$ cat config.mk
export PLATFORM = sky130hd
export DESIGN_NAME = mod224_addsub
export DESIGN_NICKNAME = d
export VERILOG_FILES = /design/src/rtl/mod224_pkg.sv /design/src/rtl/mod224_limb_add.sv /design/src/rtl/mod224_fold_const.sv /design/src/rtl/mod224_addsub.sv
export SDC_FILE = /design/constraint.sdc
export NUM_CORES = 2
export LEC_CHECK = 0
export BUFFER_PORTS_ARGS = -buffer_cell sky130_fd_sc_hd__buf_2
export CAP_MARGIN = 20
export CORE_MARGIN = 3
export CORE_UTILIZATION = 55
export DETAILED_ROUTE_END_ITERATION = 10
export PLACE_DENSITY = 0.78
export SLEW_MARGIN = 20
export SYNTH_ARGS = -nofsm -noshare
export SYNTH_HDL_FRONTEND = slang
export SYNTH_SLANG_ARGS = --single-unit
$ cat constraint.sdc
create_clock -name clk -period 92.8 [get_ports clk]
set_clock_uncertainty 0.05 [all_clocks]
set_input_delay 23.2 -clock clk [delete_from_list [all_inputs] [get_ports clk]]
set_output_delay 23.2 -clock clk [all_outputs]
set_load 0.01 [all_outputs]
$ cat src/rtl/mod224_pkg.sv
package mod224_pkg;

    // Limb geometry of one field element.
    localparam int unsigned LIMB_W     = 32;
    localparam int unsigned N_LIMBS    = 7;
    localparam int unsigned DATA_W     = LIMB_W * N_LIMBS;

    // The prime is 2^DATA_W - 2^FOLD_SHIFT + 1; the fold constant is 2^FOLD_SHIFT - 1.
    localparam int unsigned FOLD_SHIFT = 96;
    localparam int unsigned FOLD_LIMBS = FOLD_SHIFT / LIMB_W;

    // Overflow count width: subtraction can overflow by up to 2.
    localparam int unsigned OVF_W      = 2;

    typedef logic [DATA_W-1:0] word_t;
    typedef logic [OVF_W-1:0]  ovf_t;

    typedef enum logic {
        OP_ADD = 1'b0,
        OP_SUB = 1'b1
    } op_e;

    // Registered state of the unit.
    typedef struct packed {
        word_t result;
        logic  done;
    } out_s;

    // 2p - 2^DATA_W = 2^DATA_W - 2^(FOLD_SHIFT+1) + 2.
    // This is added after a + ~b + 1, which already carries the 2^DATA_W term.
    localparam word_t BIAS_2P = ({DATA_W{1'b1}} << (FOLD_SHIFT + 1)) + word_t'(2);

endpackage

$ cat src/rtl/mod224_limb_add.sv
// Multi-limb ripple adder: sum = x + y + cin, with the carry chained limb by limb.
module mod224_limb_add #(
    parameter int unsigned LW = 32,
    parameter int unsigned NL = 7,
    localparam int unsigned TW = LW * NL
) (
    input  logic [TW-1:0] x,
    input  logic [TW-1:0] y,
    input  logic          cin,
    output logic [TW-1:0] sum,
    output logic          cout
);

    logic [NL:0] carry;

    assign carry[0] = cin;

    for (genvar g = 0; g < NL; g++) begin : g_limb
        logic [LW:0] limb_sum;
        assign limb_sum = {1'b0, x[g*LW +: LW]}
                        + {1'b0, y[g*LW +: LW]}
                        + {{LW{1'b0}}, carry[g]};
        assign sum[g*LW +: LW] = limb_sum[LW-1:0];
        assign carry[g+1]      = limb_sum[LW];
    end

    assign cout = carry[NL];

endmodule

$ cat src/rtl/mod224_fold_const.sv
// Builds h * (2^(SL*LW) - 1) limb by limb from a small count h, with no multiplier.
//   limb 0          : -h (two's complement in one limb)
//   limbs 1..SL-1   : all ones when h != 0
//   limb SL         : h - 1 when h != 0
//   limbs above SL  : zero
module mod224_fold_const #(
    parameter int unsigned LW = 32,
    parameter int unsigned NL = 7,
    parameter int unsigned SL = 3,
    parameter int unsigned CW = 2,
    localparam int unsigned TW = LW * NL
) (
    input  logic [CW-1:0] count,
    output logic [TW-1:0] addend
);

    logic          nonzero;
    logic [LW-1:0] count_ext;

    assign nonzero   = |count;
    assign count_ext = LW'(count);

    for (genvar g = 0; g < NL; g++) begin : g_limb
        if (g == 0) begin : g_low
            assign addend[g*LW +: LW] = '0 - count_ext;
        end else if (g < SL) begin : g_ones
            assign addend[g*LW +: LW] = {LW{nonzero}};
        end else if (g == SL) begin : g_top
            assign addend[g*LW +: LW] = count_ext - LW'(nonzero);
        end else begin : g_zero
            assign addend[g*LW +: LW] = '0;
        end
    end

endmodule

$ cat src/rtl/mod224_addsub.sv
// Redundant modular add/subtract for p = 2^224 - 2^96 + 1 with one output register stage.
module mod224_addsub
    import mod224_pkg::*;
(
    input  logic              clk,
    input  logic              rst_n,
    input  logic              start,
    input  logic              op_sub,
    input  logic [DATA_W-1:0] a,
    input  logic [DATA_W-1:0] b,
    output logic [DATA_W-1:0] result,
    output logic              done
);

    // ------------------------------------------------------------------
    // Operand conditioning: subtraction uses a + ~b + 1 plus the 2p bias.
    // ------------------------------------------------------------------
    op_e   op;
    word_t b_eff;
    word_t bias;

    assign op    = op_e'(op_sub);
    assign b_eff = (op == OP_SUB) ? ~b : b;
    assign bias  = (op == OP_SUB) ? BIAS_2P : '0;

    // Stage A: a +/- b.
    word_t sum_ab;
    logic  carry_ab;

    mod224_limb_add #(.LW(LIMB_W), .NL(N_LIMBS)) u_add_ab (
        .x    (a),
        .y    (b_eff),
        .cin  (op == OP_SUB),
        .sum  (sum_ab),
        .cout (carry_ab)
    );

    // Stage B: add the bias (zero for addition).
    word_t sum_bias;
    logic  carry_bias;

    mod224_limb_add #(.LW(LIMB_W), .NL(N_LIMBS)) u_add_bias (
        .x    (sum_ab),
        .y    (bias),
        .cin  (1'b0),
        .sum  (sum_bias),
        .cout (carry_bias)
    );

    // Overflow count above bit DATA_W-1: 0..1 for add, 0..2 for subtract.
    ovf_t ovf_word;
    assign ovf_word = ovf_t'(carry_ab) + ovf_t'(carry_bias);

    // ------------------------------------------------------------------
    // First fold: low part + ovf_word * (2^96 - 1).
    // ------------------------------------------------------------------
    word_t fold1_addend;
    word_t fold1_sum;
    logic  fold1_carry;

    mod224_fold_const #(
        .LW (LIMB_W),
        .NL (N_LIMBS),
        .SL (FOLD_LIMBS),
        .CW (OVF_W)
    ) u_fold1_const (
        .count  (ovf_word),
        .addend (fold1_addend)
    );

    mod224_limb_add #(.LW(LIMB_W), .NL(N_LIMBS)) u_fold1_add (
        .x    (sum_bias),
        .y    (fold1_addend),
        .cin  (1'b0),
        .sum  (fold1_sum),
        .cout (fold1_carry)
    );

    // ------------------------------------------------------------------
    // Second fold: only non-zero when the first fold carried out.
    // ------------------------------------------------------------------
    word_t fold2_addend;
    word_t fold2_sum;
    logic  fold2_carry;

    mod224_fold_const #(
        .LW (LIMB_W),
        .NL (N_LIMBS),
        .SL (FOLD_LIMBS),
        .CW (OVF_W)
    ) u_fold2_const (
        .count  (ovf_t'(fold1_carry)),
        .addend (fold2_addend)
    );

    mod224_limb_add #(.LW(LIMB_W), .NL(N_LIMBS)) u_fold2_add (
        .x    (fold1_sum),
        .y    (fold2_addend),
        .cin  (1'b0),
        .sum  (fold2_sum),
        .cout (fold2_carry)
    );

    // ------------------------------------------------------------------
    // Two-process state: next value, then register.
    // ------------------------------------------------------------------
    out_s state_d;
    out_s state_q;

    always_comb begin
        state_d      = state_q;
        state_d.done = start;
        if (start) begin
            state_d.result = fold2_sum;
        end
    end

    always_ff @(posedge clk) begin
        if (!rst_n) begin
            state_q <= '0;
        end else begin
            state_q <= state_d;
        end
    end

    assign result = state_q.result;
    assign done   = state_q.done;

endmodule

* Word-level counts from Yosys, hierarchy flattened
Cells that the tools add are included.
Word-level totals: bits of input ports 452, output and inout bits 225, bits in registers 225, logic and storage cells 58
Cells by class: add/sub/neg operators 52, reduce and logical (&&, ||, !) cells 1, bitwise gates (word level) 1, muxes and demuxes 2
Operators with widths (number):
- 32-bit by 32-bit adder with 33-bit output | 22
- 33-bit by 1-bit adder with 33-bit output | 19
- 224-bit two-way mux | 2
- 224-bit NOT | 1
- 32-bit by 1-bit adder with 33-bit output | 5
- 32-bit by 1-bit adder with 32-bit output | 1
- 1-bit by 2-bit subtractor with 3-bit output, first input constant | 1
- 2-bit by 1-bit subtractor with 3-bit output | 1
- 1-bit by 1-bit adder with 2-bit output | 1
- 2-bit OR reduction | 1
- 1-bit by 1-bit subtractor with 2-bit output | 1
- 1-bit by 1-bit subtractor with 2-bit output, first input constant | 1

* Logic depth before layout (Yosys ltp)
depth after elaboration 29, gate-level depth with buffers 298, mapped depth without buffers 293

* Hierarchy
A second synthesis with hierarchy kept.
Unflattened totals: cells, all modules 7573, area, all modules 58023.1 um^2
Modules (own cells, without submodules):
- mod224_limb_add at u_fold2_add | area each 11143.2 um^2, cells each 1576, times used 1
- mod224_limb_add at u_fold1_add | area each 10971.8 um^2, cells each 1520, times used 1
- mod224_limb_add at u_add_bias | area each 10925.5 um^2, cells each 1525, times used 1
- mod224_limb_add at u_add_ab | area each 10913.0 um^2, cells each 1521, times used 1
- mod224_addsub | area each 10649.0 um^2, cells each 975, times used 1
- mod224_fold_const | area each 1710.4 um^2, cells each 228, times used 2

* Least setup slack after synthesis
Ideal clock, no wire load.
path type input to register, start point input op_sub, end point register state_q, in the netlist result[214], path buffers 5, cell stages on the path 294, arrival time 82.204 ns, path slack 10.461 ns, library setup time 0.086 ns, cells stage by stage clkbuf_1 > clkbuf_1 > buf_1 > xor2_1 > ha_1 > a21o_1 > a21oi_1 > o21bai_1 > a21oi_1 > o21bai_1 > a21oi_1 > o211a_1 > o31ai_1 > nor2_1 > nor2_1 > o21ai_0 > nand2b_1 > a21oi_1 > [... 258 more ...] > nand3_1 > nor2_1 > o211ai_1 > nor2_1 > nand3_1 > nor3_1 > nand2_1 > nor3_1 > and3b_1 > ha_1 > ha_1 > nand4_1 > nor3b_1 > nand4_1 > or3_1 > a211o_1 > xnor2_1 > a211oi_1
Between the ends: longest elaborated chain between the ends 28, elaborated cells on any way between the ends 55
RTL lines:
- start: declaration | line mod224_addsub.sv:8 | input logic op_sub,
- 224-bit two-way mux | line mod224_addsub.sv:23 | assign b_eff = (op == OP_SUB) ? ~b : b;
- 32-bit by 32-bit adder with 33-bit output | line mod224_limb_add.sv:21 | + {1'b0, y[g*LW +: LW]}
- 33-bit by 1-bit adder with 33-bit output (2 in a row) | line mod224_limb_add.sv:22 | + {{LW{1'b0}}, carry[g]};
- 33-bit by 1-bit adder with 33-bit output / 32-bit by 32-bit adder with 33-bit output (equally long branches) (5 in a row) | line mod224_limb_add.sv:22, mod224_limb_add.sv:21
- 32-bit by 32-bit adder with 33-bit output / 33-bit by 1-bit adder with 33-bit output (equally long branches) | line mod224_limb_add.sv:21, mod224_limb_add.sv:22
- 33-bit by 1-bit adder with 33-bit output | line mod224_limb_add.sv:22
- 1-bit by 1-bit adder with 2-bit output | line mod224_addsub.sv:52 | assign ovf_word = ovf_t'(carry_ab) + ovf_t'(carry_bias);
- 1-bit by 2-bit subtractor with 3-bit output / 2-bit OR reduction (equally long branches) | line mod224_fold_const.sv:25, mod224_fold_const.sv:20
- 32-bit by 32-bit adder with 33-bit output | line mod224_limb_add.sv:21
- 33-bit by 1-bit adder with 33-bit output (3 in a row) | line mod224_limb_add.sv:22
- 32-bit by 1-bit adder with 33-bit output (3 in a row) | line mod224_limb_add.sv:22
- 1-bit by 1-bit subtractor with 2-bit output | line mod224_fold_const.sv:25 | assign addend[g*LW +: LW] = '0 - count_ext;
- 32-bit by 32-bit adder with 33-bit output | line mod224_limb_add.sv:21
- 33-bit by 1-bit adder with 33-bit output (3 in a row) | line mod224_limb_add.sv:22
- 32-bit by 1-bit adder with 33-bit output (2 in a row) | line mod224_limb_add.sv:22
- 32-bit by 1-bit adder with 32-bit output (*) | line mod224_limb_add.sv:22
- end signal: assignment | line mod224_addsub.sv:122 | state_q <= state_d;
- end: declaration | line mod224_addsub.sv:108 | out_s state_q;
Every way passes the cells marked *; elsewhere a longest branch is shown, timed or not. A chain may end at the register's enable or synchronous reset.

* Final worst setup path
Ends and elaborated chain as after synthesis.

==> metrics.yaml <==
peakVddDrop_mv: 0.01742
synth_top_cell_area_share_pct: 16.26
cts_buffers: 31
clk_path_buf_depth: 3
p_switching_uw: 826.0
reg2regPathDepth: 2
clkPwrFrac_pct: 8.4
ys_top_cells_by_area: "ha_1 16%, dfxtp_1 10%, xnor2_1 9.3%"
io_buffers: 676
syn_inst: 6018
hp-class: "flop to flop"
synth_compound_area_share_pct: 25.55
via_per_inst: 5.969
status: "finished, final reports clean"
htree_levels: 1
die_area_sq_um: 84040
firstDrtPassIters: 7
endpoint_kind: "flop"
regArea_sq_um: 4504
worstSkewPairLatency_ns: 0.60
cp_max_fo: 63
place.gp.congestion: 0.9698
cp.arrival_ns: 87.26
r2r_end: "result[190]"
yosysTopAreaCell: "ha_1"
wl_um: 136000
drtIter0Drc: 3060
drc: 0
grt_pass1_vias: 42580
area_delta_synth_final_pct: 12.41
worst_path_largest_cell_delay_ns: 0.63
fin_tns_setup_ns: 0
grt_max_degree: 125
cts_tree: "yes"
place_inst: 7603
period_minus_slack_ns: 86.81
multi_input_area_sq_um: 38370
rrSetupSlack_ns: 91.81
die_height_um: 289.9
worst_pin_slew_ns: 1.034
worstHoldEndpoint: "result[91]"
start_util_pct: 55.84
crit_family: "compound AO/OA/AOI/OAI gates"
synth_edf_count: 0
grt_use_total_pct: 30.10
core-area_sq_um: 79390
min_from: "result[91]"
cts_hold_buf: 0
r2r_start: "result[190]"
grt_pass1_wl_um: 214900
seqPwrFrac_pct: 10.0
period_share_pct: 93.55
p_sw_share_pct: 53.81
antenna_found_initial: 11
crit_type: "input pin to flop"
leakagePower_uw: 0.02306
setup_viol: 0
path_buf_inv: 8
intPower_uw: 709.1
ys_warn_count: 0
final_cells: 7675
ys.flop_type: "dfxtp_1"
cts_sinks: 225
drive_gt1_share_pct: 13.04
synth_area_sq_um: 44330
worstPathRequired_ns: 93.25
path_clk_slew_ns: 0.06
synth_top_family_by_area: "compound AO/OA/AOI/OAI gates"
avgSynthCellArea_sq_um: 7.366
ios: 677
crit_slowest_cell: "or4_1"
via_count: 45810
synth_fp_nets: 7077
worstHoldPathCells: 2
dp.final_hpwl_um: 111000
max_cap_violations: 0
final_core_util_pct: 62.76
slew_violations: 0
synth-seq-area-share_pct: 10.16
p_total_uw: 1535
rows: 103
rsz0062_at_grt: "false"
finalNetCount: 7650
ant_nets: 0
root_buffer: "clkbuf_16"
p_comb_share_pct: 81.6
synthAdderAreaFrac_pct: 17.70
wl_per_cell_um: 17.72
muxShareOfSynthArea_pct: 2.631
ys_ff_latch: 225
synth_simple_gate_area_share_pct: 22.62
crit_path_frequent_cell: "o21ai_0"
p_per_area_nw_per_um2: 30.81
startpoint_type: "input pin"
fp.dieW_um: 289.9
synthArstFlopShare_pct: 0
fillers: 7346
hold_viol_final: 0
fmax_ghz: 0.01152
relSlewSlack_pct: 30.21
ys_types: 98
overflow: 0
yosys.area_share.xor_xnor_pct: 17.92
registers in the layout, indices dropped and copies added, names as in the netlist:
name    cells
done        1
result    224
Yosys cell counts (17+ instances only):
master,number
nor2_1,650
ha_1,576
a21oi_1,488
xnor2_1,471
xor2_1,431
nand2_1,393
o21ai_0,315
inv_1,239
dfxtp_1,225
nand3_1,216
a21o_1,196
nor3_1,153
clkbuf_1,122
mux2i_1,112
a211oi_1,102
nor2b_1,100
o21a_1,83
and3_1,79
nand2b_1,74
o21bai_1,70
a31oi_1,68
nand4_1,63
or3_1,52
nor4_1,48
o211ai_1,48
and2_1,43
or2_2,43
a21boi_0,38
o31ai_1,36
buf_1,32
fa_1,31
nor3b_1,27
a211o_1,25
and4_1,21
o31a_1,20
or4_1,18
o2111ai_1,17
kinds of logic after synthesis:
kind of cell	Yosys count
compound gates	1721
fa+ha+maj	609
mux	116
simple gates	2043
xor+xnor	904
flops	225
buf+inv	400
routing by layer:
metal	vias up	GRT usage (%)	routed length, um
li1	23120	-	-
met1	21100	37.06	57500
met2	1328	52.37	63780
met3	261	4.569	8533
met4	0	12.21	6215
met5	-	0	0
power groups by stage:
stage / combinational (uW) / sequential [uW] / clock (uW)
6_report: 1250 / 153 / 129
5_1_grt: 1380 / 156 / 134
4_1_cts: 1240 / 153 / 131
3_5_place_dp: 1230 / 154 / 0
3_3_place_gp: 1210 / 154 / 0
2_1_floorplan: 917 / 162 / 0
worst register-to-register path: cells and delay by family (launching register included):
kind | cells | cell delay [ns]
flops | 1 | 0.34
compound gates | 1 | 0.31
simple gates | 1 | 0.18
through the flow:
stage               area [sq um]  setup slack [ns]  hold WS [ns]
finish                     49830             5.988        0.4194
global route               49820          0.007660        0.4461
CTS                        49700             4.197        0.4179
detailed placement         48610             3.890        0.4057
global placement           48610             5.802        0.3963
floorplan                  44330             10.46        0.4356
cell type report:
class	instances	share of cell area [%]
multi-input combinational	5394	77.01
sequential	225	9.040
timing repair buffer	699	7.242
tap	1050	2.637
inverter	240	1.833
clock buffer	35	1.647
clock inverter	23	0.5424
antenna	9	0.04520
worst max-delay path by stage:
stage,startpoint,end,slack (ns),depth (start not counted)
2_1_floorplan,op_sub,result[214],10.46,294
3_3_place_gp,op_sub,result[214],5.80,290
3_5_place_dp,op_sub,result[214],3.89,290
4_1_cts,op_sub,result[214],4.20,290
5_1_grt,op_sub,result[214],0.008,291
6_report,op_sub,result[214],5.99,291
cells in the final DEF, fill, tap and decap left out, types with 83 or more instances in the layout:
cell type / instances
mux2i_1: 112
a21oi_1: 486
nor2_1: 650
xor2_1: 431
dfxtp_1: 225
nand2_1: 393
o21ai_0: 313
o21a_1: 83
nor2b_1: 100
nor3_1: 150
buf_2: 674
a21o_1: 196
nand3_1: 216
a211oi_1: 101
ha_1: 576
xnor2_1: 471
inv_1: 236
timing repair:
| item | in CTS | in global routing |
|---|---|---|
| setup endpoints to repair | 0 | 51 |
| setup buffers | 0 | 4 |
| gates resized for setup | 0 | 16 |
Note: power is estimated with default switching activity, not from simulation.
